--- src/rtl/pld_pkg.sv ---
package pld_pkg;

    localparam int unsigned PLD_LANES  = 4;
    localparam int unsigned PLD_SEG_W  = 8;
    localparam int unsigned PLD_DEPTH  = 16;
    localparam int unsigned PLD_CNT_W  = 20;
    localparam int unsigned PLD_FRM_W  = 16;

    // Event produced when an assembled word meets the FIFO
    typedef struct packed {
        logic push;
        logic drop;
    } wr_ev_t;

    // Low bit of a lane's segment inside the output word
    function automatic int unsigned seg_lo(input int unsigned lane, input int unsigned seg_w);
        return lane * seg_w;
    endfunction

endpackage

--- src/rtl/pld_bit_timer.sv ---
module pld_bit_timer #(
    parameter int unsigned SEG_W = 8
) (
    input  logic clk,
    input  logic rst,
    input  logic shift_en,
    output logic seg_last
);
    localparam int unsigned BW = (SEG_W > 1) ? $clog2(SEG_W) : 1;
    localparam logic [BW-1:0] LAST = BW'(SEG_W - 1);

    logic [BW-1:0] bit_idx;

    assign seg_last = shift_en && (bit_idx == LAST);

    always_ff @(posedge clk) begin
        if (rst) begin
            bit_idx <= '0;
        end else if (shift_en) begin
            bit_idx <= (bit_idx == LAST) ? '0 : bit_idx + BW'(1);
        end
    end
endmodule

--- src/rtl/pld_lane.sv ---
module pld_lane #(
    parameter int unsigned SEG_W = 8
) (
    input  logic             clk,
    input  logic             rst,
    input  logic             shift_en,
    input  logic             din,
    input  logic             lane_on,
    output logic [SEG_W-1:0] seg_next
);
    logic [SEG_W-1:0] sreg;

    // earliest bit migrates toward the MSB
    assign seg_next = {sreg[SEG_W-2:0], din & lane_on};

    always_ff @(posedge clk) begin
        if (rst) begin
            sreg <= '0;
        end else if (shift_en) begin
            sreg <= seg_next;
        end
    end
endmodule

--- src/rtl/pld_word_fifo.sv ---
module pld_word_fifo #(
    parameter int unsigned W     = 32,
    parameter int unsigned DEPTH = 16
) (
    input  logic                         clk,
    input  logic                         rst,
    input  logic                         wr_en,
    input  logic [W-1:0]                 wr_data,
    input  logic                         rd_en,
    output logic [W-1:0]                 rd_data,
    output logic                         empty,
    output logic                         full,
    output logic [$clog2(DEPTH+1)-1:0]   count
);
    localparam int unsigned PW = (DEPTH > 1) ? $clog2(DEPTH) : 1;
    localparam int unsigned CW = $clog2(DEPTH + 1);
    localparam logic [PW-1:0] PMAX = PW'(DEPTH - 1);

    logic [W-1:0]  mem [DEPTH];
    logic [PW-1:0] wp;
    logic [PW-1:0] rp;
    logic          do_wr;
    logic          do_rd;

    assign empty = (count == '0);
    assign full  = (count == CW'(DEPTH));
    assign do_wr = wr_en && !full;
    assign do_rd = rd_en && !empty;

    always_ff @(posedge clk) begin
        if (do_wr) begin
            mem[wp] <= wr_data;
        end
    end

    always_ff @(posedge clk) begin
        if (rst) begin
            wp      <= '0;
            rp      <= '0;
            count   <= '0;
            rd_data <= '0;
        end else begin
            if (do_wr) begin
                wp <= (wp == PMAX) ? '0 : wp + PW'(1);
            end
            if (do_rd) begin
                rd_data <= mem[rp];
                rp      <= (rp == PMAX) ? '0 : rp + PW'(1);
            end
            case ({do_wr, do_rd})
                2'b10:   count <= count + CW'(1);
                2'b01:   count <= count - CW'(1);
                default: count <= count;
            endcase
        end
    end
endmodule

--- src/rtl/pld_frame_tracker.sv ---
module pld_frame_tracker #(
    parameter int unsigned CNT_W = 20,
    parameter int unsigned FRM_W = 16
) (
    input  logic             clk,
    input  logic             rst,
    input  logic             word_in,
    input  logic [CNT_W-1:0] frame_words,
    output logic [CNT_W-1:0] word_count,
    output logic [FRM_W-1:0] frame_count,
    output logic             frame_done
);
    logic [CNT_W-1:0] next_cnt;
    logic             closes;

    assign next_cnt = word_count + CNT_W'(1);
    assign closes   = (frame_words != '0) && (next_cnt == frame_words);

    always_ff @(posedge clk) begin
        if (rst) begin
            word_count  <= '0;
            frame_count <= '0;
            frame_done  <= 1'b0;
        end else begin
            frame_done <= 1'b0;
            if (word_in) begin
                if (closes) begin
                    word_count  <= '0;
                    frame_count <= frame_count + FRM_W'(1);
                    frame_done  <= 1'b1;
                end else begin
                    word_count <= next_cnt;
                end
            end
        end
    end
endmodule

--- src/rtl/pix_lane_deser.sv ---
module pix_lane_deser
    import pld_pkg::*;
#(
    parameter int unsigned LANES = PLD_LANES,
    parameter int unsigned SEG_W = PLD_SEG_W,
    parameter int unsigned DEPTH = PLD_DEPTH,
    parameter int unsigned CNT_W = PLD_CNT_W,
    parameter int unsigned FRM_W = PLD_FRM_W
) (
    input  logic                   clk,
    input  logic                   rst,
    input  logic                   shift_en,
    input  logic [LANES-1:0]       lane_din,
    input  logic [LANES-1:0]       lane_mask,
    input  logic                   rd_en,
    output logic [LANES*SEG_W-1:0] rd_data,
    output logic                   fifo_empty,
    output logic                   ovf_flag,
    input  logic                   ovf_clear,
    input  logic [CNT_W-1:0]       frame_words,
    output logic [CNT_W-1:0]       word_count,
    output logic [FRM_W-1:0]       frame_count,
    output logic                   frame_done
);
    localparam int unsigned WORD_W = LANES * SEG_W;
    localparam int unsigned CW     = $clog2(DEPTH + 1);

    logic              seg_last;
    logic [WORD_W-1:0] assembled;
    logic [WORD_W-1:0] word_q;
    logic              word_vld;
    logic              fifo_full;
    logic [CW-1:0]     fifo_count;
    wr_ev_t            ev;

    pld_bit_timer #(.SEG_W(SEG_W)) u_timer (
        .clk      (clk),
        .rst      (rst),
        .shift_en (shift_en),
        .seg_last (seg_last)
    );

    for (genvar k = 0; k < LANES; k++) begin : g_lane
        pld_lane #(.SEG_W(SEG_W)) u_lane (
            .clk      (clk),
            .rst      (rst),
            .shift_en (shift_en),
            .din      (lane_din[k]),
            .lane_on  (lane_mask[k]),
            .seg_next (assembled[seg_lo(k, SEG_W) +: SEG_W])
        );
    end

    // latch the finished word; FIFO takes it on the following edge
    always_ff @(posedge clk) begin
        if (rst) begin
            word_q   <= '0;
            word_vld <= 1'b0;
        end else begin
            word_vld <= seg_last;
            if (seg_last) begin
                word_q <= assembled;
            end
        end
    end

    always_comb begin
        ev.push = word_vld && !fifo_full;
        ev.drop = word_vld && fifo_full;
    end

    always_ff @(posedge clk) begin
        if (rst) begin
            ovf_flag <= 1'b0;
        end else if (ev.drop) begin
            ovf_flag <= 1'b1;
        end else if (ovf_clear) begin
            ovf_flag <= 1'b0;
        end
    end

    pld_word_fifo #(.W(WORD_W), .DEPTH(DEPTH)) u_fifo (
        .clk     (clk),
        .rst     (rst),
        .wr_en   (ev.push),
        .wr_data (word_q),
        .rd_en   (rd_en),
        .rd_data (rd_data),
        .empty   (fifo_empty),
        .full    (fifo_full),
        .count   (fifo_count)
    );

    pld_frame_tracker #(.CNT_W(CNT_W), .FRM_W(FRM_W)) u_frame (
        .clk         (clk),
        .rst         (rst),
        .word_in     (word_vld),
        .frame_words (frame_words),
        .word_count  (word_count),
        .frame_count (frame_count),
        .frame_done  (frame_done)
    );
endmodule

--- config.mk ---
export PLATFORM = sky130hd
export DESIGN_NAME = pix_lane_deser
export DESIGN_NICKNAME = d
export VERILOG_FILES = /design/src/rtl/pld_pkg.sv /design/src/rtl/pld_bit_timer.sv /design/src/rtl/pld_lane.sv /design/src/rtl/pld_word_fifo.sv /design/src/rtl/pld_frame_tracker.sv /design/src/rtl/pix_lane_deser.sv
export SDC_FILE = /design/constraint.sdc
export NUM_CORES = 1
export LEC_CHECK = 0
export CAP_MARGIN = 40
export CORE_MARGIN = 2
export CORE_UTILIZATION = 40
export CTS_BUF_LIST = sky130_fd_sc_hd__clkbuf_4 sky130_fd_sc_hd__clkbuf_8
export CTS_CLUSTER_DIAMETER = 150
export CTS_CLUSTER_SIZE = 30
export DETAILED_ROUTE_END_ITERATION = 7
export GPL_TIMING_DRIVEN = 1
export MAX_ROUTING_LAYER = met4
export PLACE_DENSITY = 0.67
export SETUP_SLACK_MARGIN = 0.2
export SLEW_MARGIN = 30
export SYNTH_ARGS = -nofsm -noshare
export SYNTH_HDL_FRONTEND = slang
export SYNTH_SLANG_ARGS = --single-unit
export TNS_END_PERCENT = 20
--- constraint.sdc ---
create_clock -name clk -period 6.61 [get_ports clk]
set_input_delay 1.322 -clock clk [delete_from_list [all_inputs] [get_ports clk]]
set_output_delay 1.322 -clock clk [all_outputs]
set_load 0.03 [all_outputs]
==> summary.md <==
| Metric | Value |
|---|---|
| Adder-Cell Fraction of Synth Area | `0.701%` |
| Clock power share | `26.4%` |
| Tot GR Track Use | `17.9%` |
| RSZ-0062 raised after global routing | `no` |
| Die area | `67,200 um^2` |
| Total grt overflow | `0` |
| Via count | `13,900` |
| Kind of critical path | `reg -> reg` |
| Final hold viol count | `0` |
| Worst reg2reg startpoint | `u_frame.word_count[0]$_SDFFE_PP0P_` |
| Critical path startpoint category | `flop` |
| Clk Latency, worst-skew pair | `0.71 ns` |
| First-pass GRT wire length | `87,700 um` |
| Site Rows | `93` |
| Max-slew headroom | `45.0%` |
| 1st-pass router iterations | `5` |
| Starting Density | `40.4%` |
| Hold-fix buffers at CTS | `0` |
| Postcts setup bufs | `0` |
| Synth Area in XOR/XNOR | `1.38%` |
| Max Slew Vio Count | `0` |
| Hold depth | `2` |
| Seq/Total Area, Yosys | `70.2%` |
| Share of Yosys cell area claimed by the top area cell type | `59.0%` |
| Reg2reg end | `u_frame.frame_count[0]$_SDFFE_PP0P_` |
| Starting DRT DRC Count | `1,374` |
| Most frequent cells in the layout | `edfxtp_1, mux4_2, dfxtp_1` |
| TritonCTS clock tree | `built` |
| CP Data Arrival Time | `4.68 ns` |
| Status | `finished clean` |
| Layout cells sized above 1 | `18.4%` |
| Worst slew pin tran | `0.823 ns` |
| Post-cts sizing count | `0` |
| Depth of the CTS H-tree | `1` |
| Top cells by area, synth | `edfxtp_1, mux4_2, dfxtp_1` |
| Syn Inst Count | `1,518` |
| Nets | `1,632` |
| DIE WIDTH | `259 um` |
| Initial antenna violation count | `0` |
| Core Area | `64,500 um^2` |
| Crit end category | `flop` |
| Max rail drop VDD | `0.000139 V` |
| Mapped cell area | `26,100 um^2` |
| Req. time, crit path | `7.19 ns` |
| Final WL | `58,800 um` |
| Fin crit period | `4.11 ns` |
| Clock slew at reported path FFs | `0.18 ns` |
| Post-synth EDFFs | `512` |
| Top FF cell, synth | `edfxtp_1` |
| Io pins | `104` |
| Synth Area in Simple Gates | `6.28%` |
| Reg2Reg Depth | `8` |
| Sequential power share | `72.0%` |
| CTS Buffer Depth | `3` |
| Number of buffers created by CTS | `25` |
| Netlist cell types | `61` |
| Antenna Violating Nets Remaining | `0` |
| CTS sink cnt | `659` |
| YS warnings | `0` |
| Clock skew | `0.0660 ns` |
| Net count after synthesis | `1,565` |
| Fin util | `44.7%` |
| Fmax | `243 MHz` |
| Period utilisation layout | `62.1%` |
| Hold endpoint | `u_fifo.rd_data[15]$_SDFFE_PP0P_` |
| Sw Share | `19.7%` |
| Die H | `259 um` |
| Comb pwr share | `1.6%` |
| DRC | `0` |
| Most common cell after layout, fill and taps aside | `edfxtp_1` |
| R2R setup slack | `2.50 ns` |
| RD Place Congestion | `0.856` |
| Post-detail-place hpwl | `32,900 um` |
| Main combinational cell family by area after synthesis | `multiplexers` |
| Final setup viols | `0` |
| Hold_ws | `0.464 ns` |
| NetSw | `1200 uW` |
| Complex-gate fraction of the synthesized area | `4.16%` |
| Number of global-route vias before repair | `13,900` |
| PortBufs | `103` |
| Layout Area Growth over Synthesis | `10.4%` |
| Hold Path Class | `reg -> reg` |
| Avg Cell Area, Syn | `17.2 um^2` |
| Diode count | `0` |
| Leak | `0.00786 uW` |
| Hold wc startpoint | `u_fifo.rd_data[15]$_SDFFE_PP0P_` |
| Cell internal pwr | `4920 uW` |
| Vias per cell | `5.66` |
| Root Driver | `clkbuf_8` |
| Setup TNS | `0 ns` |
| #FFs+latches synth | `659` |
| Mux cell area share after synthesis | `15.3%` |
| Largest net degree at the start of global routing | `73` |
| Yosys top cell by area | `edfxtp_1` |
| Count of max-cap constraint violations | `0` |
| Wirelength per Cell | `23.9 um` |
| Synth async-reset ratio | `0%` |
| Power Density | `213 nW/um^2` |
| Crit path max fanout | `15` |
## cells by family after synthesis
group,Yosys count
fa+ha+maj,14
simple gates,336
mux,199
compound gates,154
xor+xnor,41
flops,659
buf+inv,115
## synth_stat cells (2+ instances only)
| library cell | n |
|---|---|
| edfxtp_1 | 512 |
| mux4_2 | 160 |
| dfxtp_1 | 147 |
| nand2_1 | 98 |
| nor2_1 | 85 |
| clkbuf_1 | 59 |
| a21oi_1 | 52 |
| mux2i_1 | 33 |
| a22o_1 | 28 |
| nand3_1 | 28 |
| nor4_1 | 26 |
| buf_1 | 23 |
| xor2_1 | 23 |
| nor3_1 | 19 |
| o21ai_0 | 18 |
| xnor2_1 | 18 |
| nand4_1 | 17 |
| or2_2 | 14 |
| ha_1 | 13 |
| inv_1 | 12 |
| and3_1 | 9 |
| buf_2 | 9 |
| nand2b_1 | 9 |
| o311ai_1 | 9 |
| o41ai_1 | 9 |
| buf_4 | 7 |
| nor2b_1 | 7 |
| or3_1 | 6 |
| a32o_1 | 5 |
| o211a_1 | 4 |
| o22ai_1 | 4 |
| o31ai_1 | 4 |
| or4_1 | 4 |
| a2111oi_0 | 3 |
| and2_1 | 3 |
| buf_6 | 3 |
| mux2_1 | 3 |
| mux2_2 | 3 |
| o2111ai_1 | 3 |
| o211ai_1 | 3 |
| a21o_1 | 2 |
| a32oi_1 | 2 |
| and4_1 | 2 |
| nand4_2 | 2 |
| nor3_2 | 2 |
## flip-flops by register name, indices dropped and copies added, names as in the netlist
| name | cells |
|---|---|
| g_lane.u_lane.sreg | 28 |
| ovf_flag | 1 |
| u_fifo.count | 5 |
| u_fifo.mem | 512 |
| u_fifo.rd_data | 32 |
| u_fifo.rp | 4 |
| u_fifo.wp | 4 |
| u_frame.frame_count | 16 |
| u_frame.frame_done | 1 |
| u_frame.word_count | 20 |
| u_timer.bit_idx | 3 |
| word_q | 32 |
| word_vld | 1 |
## cell type report
cell class / count / area [um^2]
multi-input combinational: 744 / 7400
inverter: 13 / 48.8
tap: 855 / 1070
fill: 5524 / 35700
sequential: 659 / 18300
clock buffer: 45 / 494
timing repair buffer: 142 / 1440
clock inverter: 1 / 11.3
## metrics by stage
stage                     area (um^2)  power (uW)  setup slack (ns)  std cells
final                           28800        6130              2.50       2459
after global placement          28100        4600              1.68       2402
after detailed placement        28200        4600              1.64       2408
after CTS                       28700        6180              2.10       2454
after floorplan                 26100        4550              2.59       1518
after global routing            28800        6310              2.21       2459
## critical path: stages, from the launching register on
cell and delay [ns]:
dfxtp_1 0.59, ha_1 0.30, nand3_1 0.44, o21ai_0 0.41, o2111ai_1 0.15, or4_1 0.41
or4_1 0.67, nor3_4 0.63, mux2_2 0.40
## how the worst max path moves through the flow
stage | start | to | slack, ns | cells past startpoint
floorplan | word_vld$_SDFF_PP0_ | u_fifo.mem[3][0]$_DFFE_PP_ | 2.59 | 5
global placement | frame_words[17] | u_frame.frame_count[0]$_SDFFE_PP0P_ | 1.68 | 8
detailed placement | frame_words[17] | u_frame.frame_count[0]$_SDFFE_PP0P_ | 1.64 | 8
CTS | u_frame.word_count[0]$_SDFFE_PP0P_ | u_frame.frame_count[0]$_SDFFE_PP0P_ | 2.10 | 8
global route | u_frame.word_count[0]$_SDFFE_PP0P_ | u_frame.frame_count[0]$_SDFFE_PP0P_ | 2.21 | 8
finish | u_frame.word_count[0]$_SDFFE_PP0P_ | u_frame.frame_count[0]$_SDFFE_PP0P_ | 2.50 | 8
## power groups by stage
stage / registers [uW] / logic [uW] / clock network (uW)
after floorplan: 4500 / 55.4 / 0
after global placement: 4500 / 95.9 / 0
after detailed placement: 4500 / 97.3 / 0
after CTS: 4410 / 97.7 / 1670
after global routing: 4410 / 109 / 1790
final: 4410 / 101 / 1620
## per-layer routing
layer | GRT usage (%) | wire, um | part of all wire (%)
met1 | 24.6 | 25300 | 43
met2 | 29.2 | 29200 | 50
met3 | 1.99 | 3380 | 5.8
met4 | 3.16 | 931 | 1.6
met5 | - | 0 | 0
No activity file was read; power rests on OpenSTA's default activity.
